===== config.mk =====
export PLATFORM = sky130hd
export DESIGN_NAME = pkt_router3
export DESIGN_NICKNAME = d
export VERILOG_FILES = /design/src/rtl/pkt_router_pkg.sv /design/src/rtl/pr_pktbuf.sv /design/src/rtl/pr_ingress.sv /design/src/rtl/pr_egress.sv /design/src/rtl/pkt_router3.sv
export SDC_FILE = /design/constraint.sdc
export NUM_CORES = 1
export LEC_CHECK = 0
export CORE_MARGIN = 2
export CORE_UTILIZATION = 46
export DETAILED_ROUTE_END_ITERATION = 8
export DONT_BUFFER_PORTS = 1
export GPL_TIMING_DRIVEN = 0
export HOLD_SLACK_MARGIN = 0.12
export PLACE_DENSITY_LB_ADDON = 0.12
export SETUP_SLACK_MARGIN = 0.1
export SYNTH_ARGS = -nofsm -noshare
export SYNTH_HDL_FRONTEND = slang
export SYNTH_HIERARCHICAL = 1
export SYNTH_SLANG_ARGS = --single-unit

===== constraint.sdc =====
create_clock -name clk -period 2.4 [get_ports clk]
set_clock_uncertainty 0.05 [all_clocks]
set_input_delay 0.48 -clock clk [delete_from_list [all_inputs] [get_ports clk]]
set_output_delay 0.48 -clock clk [all_outputs]
set_load 0.02 [all_outputs]

===== src/rtl/pkt_router_pkg.sv =====
package pkt_router_pkg;

    localparam int BYTE_W      = 8;
    localparam int LEN_W       = 6;
    localparam int ADDR_W      = 2;
    localparam int NUM_OUT     = 3;
    localparam int MAX_PAYLOAD = (1 << LEN_W) - 1;
    localparam int PKT_MAX     = MAX_PAYLOAD + 2;
    localparam int PTR_W       = $clog2(PKT_MAX);
    localparam int REM_W       = LEN_W + 1;

    typedef logic [BYTE_W-1:0] byte_t;
    typedef logic [PTR_W-1:0]  ptr_t;

    typedef struct packed {
        logic [LEN_W-1:0]  len;
        logic [ADDR_W-1:0] dest;
    } hdr_t;

    typedef enum logic {
        ING_IDLE,
        ING_BODY
    } ing_state_e;

    typedef struct packed {
        ptr_t              last;
        logic [ADDR_W-1:0] dest;
    } launch_t;

    function automatic hdr_t decode_hdr(input byte_t b);
        return hdr_t'(b);
    endfunction

    function automatic logic dest_ok(input logic [ADDR_W-1:0] d);
        return int'(d) < NUM_OUT;
    endfunction

endpackage


===== src/rtl/pr_pktbuf.sv =====
module pr_pktbuf
    import pkt_router_pkg::*;
(
    input  logic  clk,
    input  logic  wr_en,
    input  ptr_t  wr_addr,
    input  byte_t wr_data,
    input  ptr_t  rd_addr,
    output byte_t rd_data
);

    byte_t mem [PKT_MAX];

    always_ff @(posedge clk) begin
        if (wr_en) begin
            mem[wr_addr] <= wr_data;
        end
    end

    assign rd_data = mem[rd_addr];

endmodule


===== src/rtl/pr_ingress.sv =====
module pr_ingress
    import pkt_router_pkg::*;
(
    input  logic    clk,
    input  logic    rst,
    input  byte_t   in_data,
    input  logic    in_valid,
    input  logic    hold,
    output logic    wr_en,
    output ptr_t    wr_addr,
    output byte_t   wr_data,
    output logic    launch,
    output launch_t launch_info,
    output logic    err_addr,
    output logic    err_parity
);

    localparam logic [REM_W-1:0] REM_ONE = 1;
    localparam ptr_t             PTR_ONE = 1;

    ing_state_e        st;
    logic [REM_W-1:0]  rem;
    byte_t             acc;
    logic [ADDR_W-1:0] dest_q;
    ptr_t              ptr;

    logic take, trailer, dest_bad, sum_bad;
    hdr_t hdr_in;

    assign hdr_in   = decode_hdr(in_data);
    assign take     = !hold && ((st == ING_BODY) || in_valid);
    assign trailer  = (st == ING_BODY) && (rem == REM_ONE);
    assign dest_bad = !dest_ok(dest_q);
    assign sum_bad  = (acc != in_data);

    assign wr_en   = take;
    assign wr_addr = (st == ING_IDLE) ? '0 : ptr;
    assign wr_data = in_data;

    assign launch           = take && trailer && !dest_bad && !sum_bad;
    assign launch_info.last = ptr;
    assign launch_info.dest = dest_q;

    always_ff @(posedge clk) begin
        if (rst) begin
            st         <= ING_IDLE;
            rem        <= '0;
            acc        <= '0;
            dest_q     <= '0;
            ptr        <= '0;
            err_addr   <= 1'b0;
            err_parity <= 1'b0;
        end else begin
            err_addr   <= 1'b0;
            err_parity <= 1'b0;
            if (take) begin
                unique case (st)
                    ING_IDLE: begin
                        dest_q <= hdr_in.dest;
                        acc    <= in_data;
                        rem    <= {1'b0, hdr_in.len} + REM_ONE;
                        ptr    <= PTR_ONE;
                        st     <= ING_BODY;
                    end
                    ING_BODY: begin
                        ptr <= ptr + PTR_ONE;
                        if (trailer) begin
                            st         <= ING_IDLE;
                            err_addr   <= dest_bad;
                            err_parity <= !dest_bad && sum_bad;
                        end else begin
                            acc <= acc ^ in_data;
                            rem <= rem - REM_ONE;
                        end
                    end
                    default: st <= ING_IDLE;
                endcase
            end
        end
    end

endmodule


===== src/rtl/pr_egress.sv =====
module pr_egress
    import pkt_router_pkg::*;
(
    input  logic                      clk,
    input  logic                      rst,
    input  logic                      launch,
    input  launch_t                   launch_info,
    output ptr_t                      rd_addr,
    input  byte_t                     rd_data,
    input  logic [NUM_OUT-1:0]        out_susp,
    output logic [NUM_OUT-1:0]        out_valid,
    output logic [NUM_OUT*BYTE_W-1:0] out_data,
    output logic                      busy
);

    localparam ptr_t PTR_ONE = 1;

    ptr_t              idx;
    ptr_t              last;
    logic [ADDR_W-1:0] dest;
    logic [NUM_OUT-1:0] held;
    logic              at_trailer;

    assign at_trailer = (idx == last);
    assign rd_addr    = idx;

    for (genvar p = 0; p < NUM_OUT; p++) begin : g_port
        logic mine;
        assign mine         = busy && (dest == ADDR_W'(p));
        assign out_valid[p] = mine && !at_trailer;
        assign out_data[p*BYTE_W +: BYTE_W] = mine ? rd_data : '0;
        assign held[p]      = mine && out_susp[p];
    end

    always_ff @(posedge clk) begin
        if (rst) begin
            busy <= 1'b0;
            idx  <= '0;
            last <= '0;
            dest <= '0;
        end else if (!busy) begin
            if (launch) begin
                busy <= 1'b1;
                idx  <= '0;
                last <= launch_info.last;
                dest <= launch_info.dest;
            end
        end else if (at_trailer) begin
            busy <= 1'b0;
        end else if (!(|held)) begin
            idx <= idx + PTR_ONE;
        end
    end

endmodule


===== src/rtl/pkt_router3.sv =====
module pkt_router3
    import pkt_router_pkg::*;
(
    input  logic                      clk,
    input  logic                      rst,
    input  logic [BYTE_W-1:0]         in_data,
    input  logic                      in_valid,
    output logic                      in_susp,
    output logic [NUM_OUT*BYTE_W-1:0] out_data,
    output logic [NUM_OUT-1:0]        out_valid,
    input  logic [NUM_OUT-1:0]        out_susp,
    output logic                      err_addr,
    output logic                      err_parity
);

    logic    wr_en;
    ptr_t    wr_addr;
    byte_t   wr_data;
    ptr_t    rd_addr;
    byte_t   rd_data;
    logic    launch;
    launch_t launch_info;
    logic    eg_busy;

    assign in_susp = eg_busy;

    pr_ingress u_ing (
        .clk         (clk),
        .rst         (rst),
        .in_data     (in_data),
        .in_valid    (in_valid),
        .hold        (eg_busy),
        .wr_en       (wr_en),
        .wr_addr     (wr_addr),
        .wr_data     (wr_data),
        .launch      (launch),
        .launch_info (launch_info),
        .err_addr    (err_addr),
        .err_parity  (err_parity)
    );

    pr_pktbuf u_buf (
        .clk     (clk),
        .wr_en   (wr_en),
        .wr_addr (wr_addr),
        .wr_data (wr_data),
        .rd_addr (rd_addr),
        .rd_data (rd_data)
    );

    pr_egress u_egr (
        .clk         (clk),
        .rst         (rst),
        .launch      (launch),
        .launch_info (launch_info),
        .rd_addr     (rd_addr),
        .rd_data     (rd_data),
        .out_susp    (out_susp),
        .out_valid   (out_valid),
        .out_data    (out_data),
        .busy        (eg_busy)
    );

endmodule


Yosys cells after proc, flatten, opt, wreduce, memory -nomap -nowiden
Memory sizes are Yosys's and may differ from the RTL's. A register that Yosys moved wholly into a read port is not among the register bits.
Cells that the tools add are included.
{"block": "totals", "reg_bits": 44, "ram_bits": 520, "elab_cells": 80, "memories": 1}
{"name": "u_buf.mem", "depth": 65, "width": 8, "read_ports": 1, "rd_clocked_by_memory_dff": 1, "write_ports": 1, "line_no": "pr_pktbuf.sv:12", "source": "byte_t mem [PKT_MAX];"}
{"block": "classes", "add_sub_neg": 4, "magnitude_cmp": 1, "n_eq_ne": 8, "muxes": 22, "bitwise_logic": 5, "n_reduce_logical": 28}
{"operator": "two-way mux 7 bit", "count": 8}
{"operator": "two-way mux 8 bit", "count": 4}
{"operator": "one-hot mux 7 bit (2 select lines)", "count": 2}
{"operator": "one-hot mux 8 bit (2 select lines)", "count": 1}
{"operator": "logical AND 1 bit", "count": 15}
{"operator": "adder 7 x 1 -> 7 bit (second input constant)", "count": 2}
{"operator": "!= test 8 bit", "count": 1}
{"operator": "XOR 8 bit", "count": 1}
{"operator": "adder 6 x 1 -> 7 bit (second input constant)", "count": 1}
{"operator": "equality test 7 x 1 -> 1 bit (second input constant)", "count": 1}
{"operator": "equality test 7 bit", "count": 1}
{"operator": "subtractor 7 x 1 -> 7 bit (second input constant)", "count": 1}
{"operator": "two-way mux 1 bit", "count": 6}
{"operator": "!= test 2 bit (second input constant)", "count": 3}
{"operator": "AND reduction 2 bit", "count": 3}
{"operator": "zero test 1 bit", "count": 4}
{"operator": "inverter 1 bit", "count": 4}
{"operator": "OR reduction 4 bit", "count": 1}
{"operator": "AND reduction 3 bit", "count": 1}
{"operator": "OR reduction 3 bit", "count": 1}
{"operator": "equality test 2 x 1 -> 1 bit (second input constant)", "count": 1}
{"operator": "equality test 2 bit (second input constant)", "count": 1}
{"operator": "zero test 2 bit", "count": 1}
{"operator": "< comparator 2 bit (second input constant)", "count": 1}
{"operator": "3 further kinds", "count": 3}

Longest topological paths before layout
{"block": "depth", "ltp_word": 9, "depth_mapped": 9}

Hierarchy
Netlist, hierarchy kept.
{"mod": "pr_pktbuf", "n_inst": 1, "cells_each": 936, "area_each_um2": 20279.4, "seq_area_each_um2": 15615.0}
{"mod": "pr_ingress", "n_inst": 1, "cells_each": 207, "area_each_um2": 1669.1, "seq_area_each_um2": 540.5}
{"mod": "pr_egress", "n_inst": 1, "cells_each": 136, "area_each_um2": 1074.8, "seq_area_each_um2": 340.3}

Worst setup path after synthesis
OpenSTA, ideal clock, no wires.
{"block": "synth_path", "path_kind": "register -> output", "from": "register, netlist name u_egr/rd_addr[0]", "to": "output out_data[14]", "t_arrival_ps": 2150, "required_time_ps": 1870, "path_slack_ps": -280, "path_stages_with_launch": 9, "path_cell_list": "dfxtp_1 buf_2 buf_2 mux4_2 mux2i_1 o22ai_1 a221oi_1 o31ai_1 and2_1"}
{"item": "end: declaration", "line_no": "pkt_router3.sv:9", "source": "output logic [NUM_OUT*BYTE_W-1:0] out_data,"}

==> results.toml <==
[run_status]
status = "complete, but fails checks"
failed_checks = "setup timing"

[detailed_routing]
drcViolationCount = 0
wirelength_um = 57200
wl_per_cell_um = 26.3
vias = 12700
viasPerCell = 5.86
firstDrtPassIters = 5
ant_nets = 0
drt_iter0_markers = 1063

[placed_design]
hpwl_um = 34500
gp_congestion = 0.865
place_area_um2 = 24200
dp_cells = 1945
numPortBuffers = 0

[global_route]
grtUsageTotal = 0.219
grt_overflow = 0
grt_pass1_wl_um = 84100
antenna_found_initial = 0
grt_start_max_net_pins = 66
grt_pass1_vias = 12900

[synth]
synth_fp_nets = 1298
synth_seq_cells = 564
synth_area_um2 = 23000
synth_cell_type_count = 69
synth_ff_type = "edfxtp_1"
syn_inst = 1279
async_reset_ff_frac = 0
yosysSeqAreaShare = 0.716
syn_area_per_cell_um2 = 18.0
yosysWarnings = 6
synth_edf_count = 520

[layout]
final_area_um2 = 29600
drive_above_1_share = 0.431
diodes = 0
utilization = 0.602
fin_nets = 1477
fin_cells = 2170
syn2layout_area_growth_pct = 28.6

[floorplanning]
io_pins = 44
row_count = 81
initial_core_util = 0.468
fp.dieW_um = 228
dieArea_um2 = 51900
die_h_um = 228
core_region_area_um2 = 49200

[critical_path]
endpoint_kind = "output pin"
worstPathArrival_ns = 2.98
criticalPathCategory = "reg -> out"
crit_path_start_kind = "register"
required_ns = 1.87
crit_fanout = 6

[cts]
cts_tree = "built"
cts_buffer_depth = 3
cts_root_buf = "clkbuf_16"
path_clk_slew_ns = 0.06
clkLatencyLatePin_ns = 0.61
cts.sinks = 564
cts_made_buffers = 58
htree_num_levels = 2

[sta]
rsz0062_at_grt = "yes"
max_freq_ghz = 0.285
max-slew-margin-rel = 0.206
whs_ns = 0.173
min_period_over_period = 1.46
hold_violations = 0
fin_crit_ns = 3.51
tightest_slew_ns = 1.19
setup_viol = 27
finalMaxSlewViolations = 0
fin_ws_ns = -1.11

[power_and_ir_drop]
cellPowerDensity_nw_per_um2 = 687
cellLeakagePower_nw = 9.09
report.power.total_mw = 20.3
vdd_drop_max_mv = 0.583

[run]
drv_cap = 0

[min_path]
hp-class = "in -> reg"
[layout make-up]
cell class	instances	area [um2]
Clock buffer	75	1580
Buffer	78	856
Multi-Input combinational cell	629	7750
Inverter	8	30.0
Sequential cell	564	16500
Tap cell	664	831
Fill cell	3498	19600
Clock inverter	33	282
Timing Repair Buffer	119	1750
[layer usage]
layer / vias to the layer above / track usage / wire [um]
li1: 5533 / - / -
met1: 6684 / 0.313 / 24900
met2: 420 / 0.353 / 27600
met3: 75 / 0.0326 / 3380
met4: 0 / 0.0619 / 1280
met5: - / 0 / 0
[final timing paths]
check / slack (ns) / start / cells after the start / end
setup reg to reg: 0.14 / u_ing/st / 9 / u_buf/mem[34][1]
setup / recovery: -1.11 / u_egr/rd_addr[2] / 9 / out_data[20]
hold / removal: 0.17 / in_data[4] / 3 / u_ing/acc[4]
hold reg to reg: 0.41 / u_ing/ptr[2] / 2 / u_egr/last[2]
[report_power, final]
group	switching (mW)	internal, mW
registers	0.0444	10.8
clock network	3.69	5.15
logic	0.440	0.239
[kinds of logic after synthesis]
group,synth area share
XOR/XNOR,0.00837
AND/OR/NAND/NOR,0.0586
multiplexers,0.153
AO/OA/AOI/OAI,0.0414
buffers and inverters,0.0195
flip-flops,0.716
adder cells (fa/ha/maj),0.00272
[what timing repair did]
action                     CTS  global route
pin swaps                   66            26
gates cloned                 1             4
hold endpoints to repair    22             0
gates resized for setup    377            41
setup buffers               72            33
setup endpoints to repair  561           366
hold buffers                 7             0
[per-stage QoR]
step	setup slack [ns]	setup TNS, ns
after CTS	-1.12	-26.71
after detailed placement	-1.26	-450.25
after global routing	-1.21	-28.89
after floorplan	-0.111	-5.25
after global placement	-1.28	-436.78
final	-1.11	-26.67
[placed cells by master (no fill, tap or decap), types with 27 or more instances in the layout]
cell / count
nor2_4: 60
mux2_2: 29
nor2_1: 34
buf_4: 58
clkbuf_16: 66
buf_12: 75
mux4_2: 120
edfxtp_1: 520
and2_4: 28
dfxtp_1: 34
mux2i_4: 27
nand2_1: 42
[sequential cells by signal, summed over array words and instances (netlist names)]
signal / flops
u_buf/mem: 520
u_egr/busy: 1
u_egr/dest: 2
u_egr/last: 7
u_egr/rd_addr: 7
u_ing/acc: 8
u_ing/dest_q: 2
u_ing/err_addr: 1
u_ing/err_parity: 1
u_ing/ptr: 7
u_ing/rem: 7
u_ing/st: 1
[Yosys cell counts, types with 3 or more instances]
library cell | n | area share
a32oi_1 | 9 | 0.0034
nand3_1 | 24 | 0.0052
buf_1 | 5 | 0.00082
dfxtp_1 | 44 | 0.038
o31ai_1 | 8 | 0.0026
nor2b_1 | 10 | 0.0027
o22ai_1 | 9 | 0.0024
nand2b_1 | 8 | 0.0022
and2_1 | 33 | 0.0090
a31oi_1 | 13 | 0.0035
xnor2_1 | 21 | 0.0080
mux4_2 | 120 | 0.12
nand4_1 | 8 | 0.0022
nor2_1 | 95 | 0.015
buf_6 | 4 | 0.0020
or3_1 | 3 | 0.00082
clkbuf_1 | 30 | 0.0049
nand2_1 | 50 | 0.0082
a311oi_1 | 4 | 0.0015
o21ai_1 | 6 | 0.0013
ha_1 | 5 | 0.0027
mux2i_1 | 42 | 0.018
buf_4 | 15 | 0.0049
o21ba_1 | 3 | 0.0013
nor3_1 | 16 | 0.0035
o211ai_1 | 3 | 0.00098
o221ai_1 | 8 | 0.0030
buf_2 | 22 | 0.0048
o21ai_0 | 9 | 0.0020
a22oi_1 | 16 | 0.0052
inv_1 | 8 | 0.0013
a221oi_1 | 8 | 0.0030
a21oi_1 | 19 | 0.0041
edfxtp_1 | 520 | 0.68
mux2_2 | 33 | 0.016
nand3b_1 | 9 | 0.0029
[worst max-delay path: stages, from the launching register on]
cell and delay, ns:
dfxtp_4 0.39, buf_12 0.15, buf_12 0.12, buf_12 0.12, mux4_2 0.52, mux2i_1 0.17, a22oi_2 0.14, a32oi_2 0.37
o31ai_4 0.16, and2_4 0.19
Power figures use the tool's default switching activity.
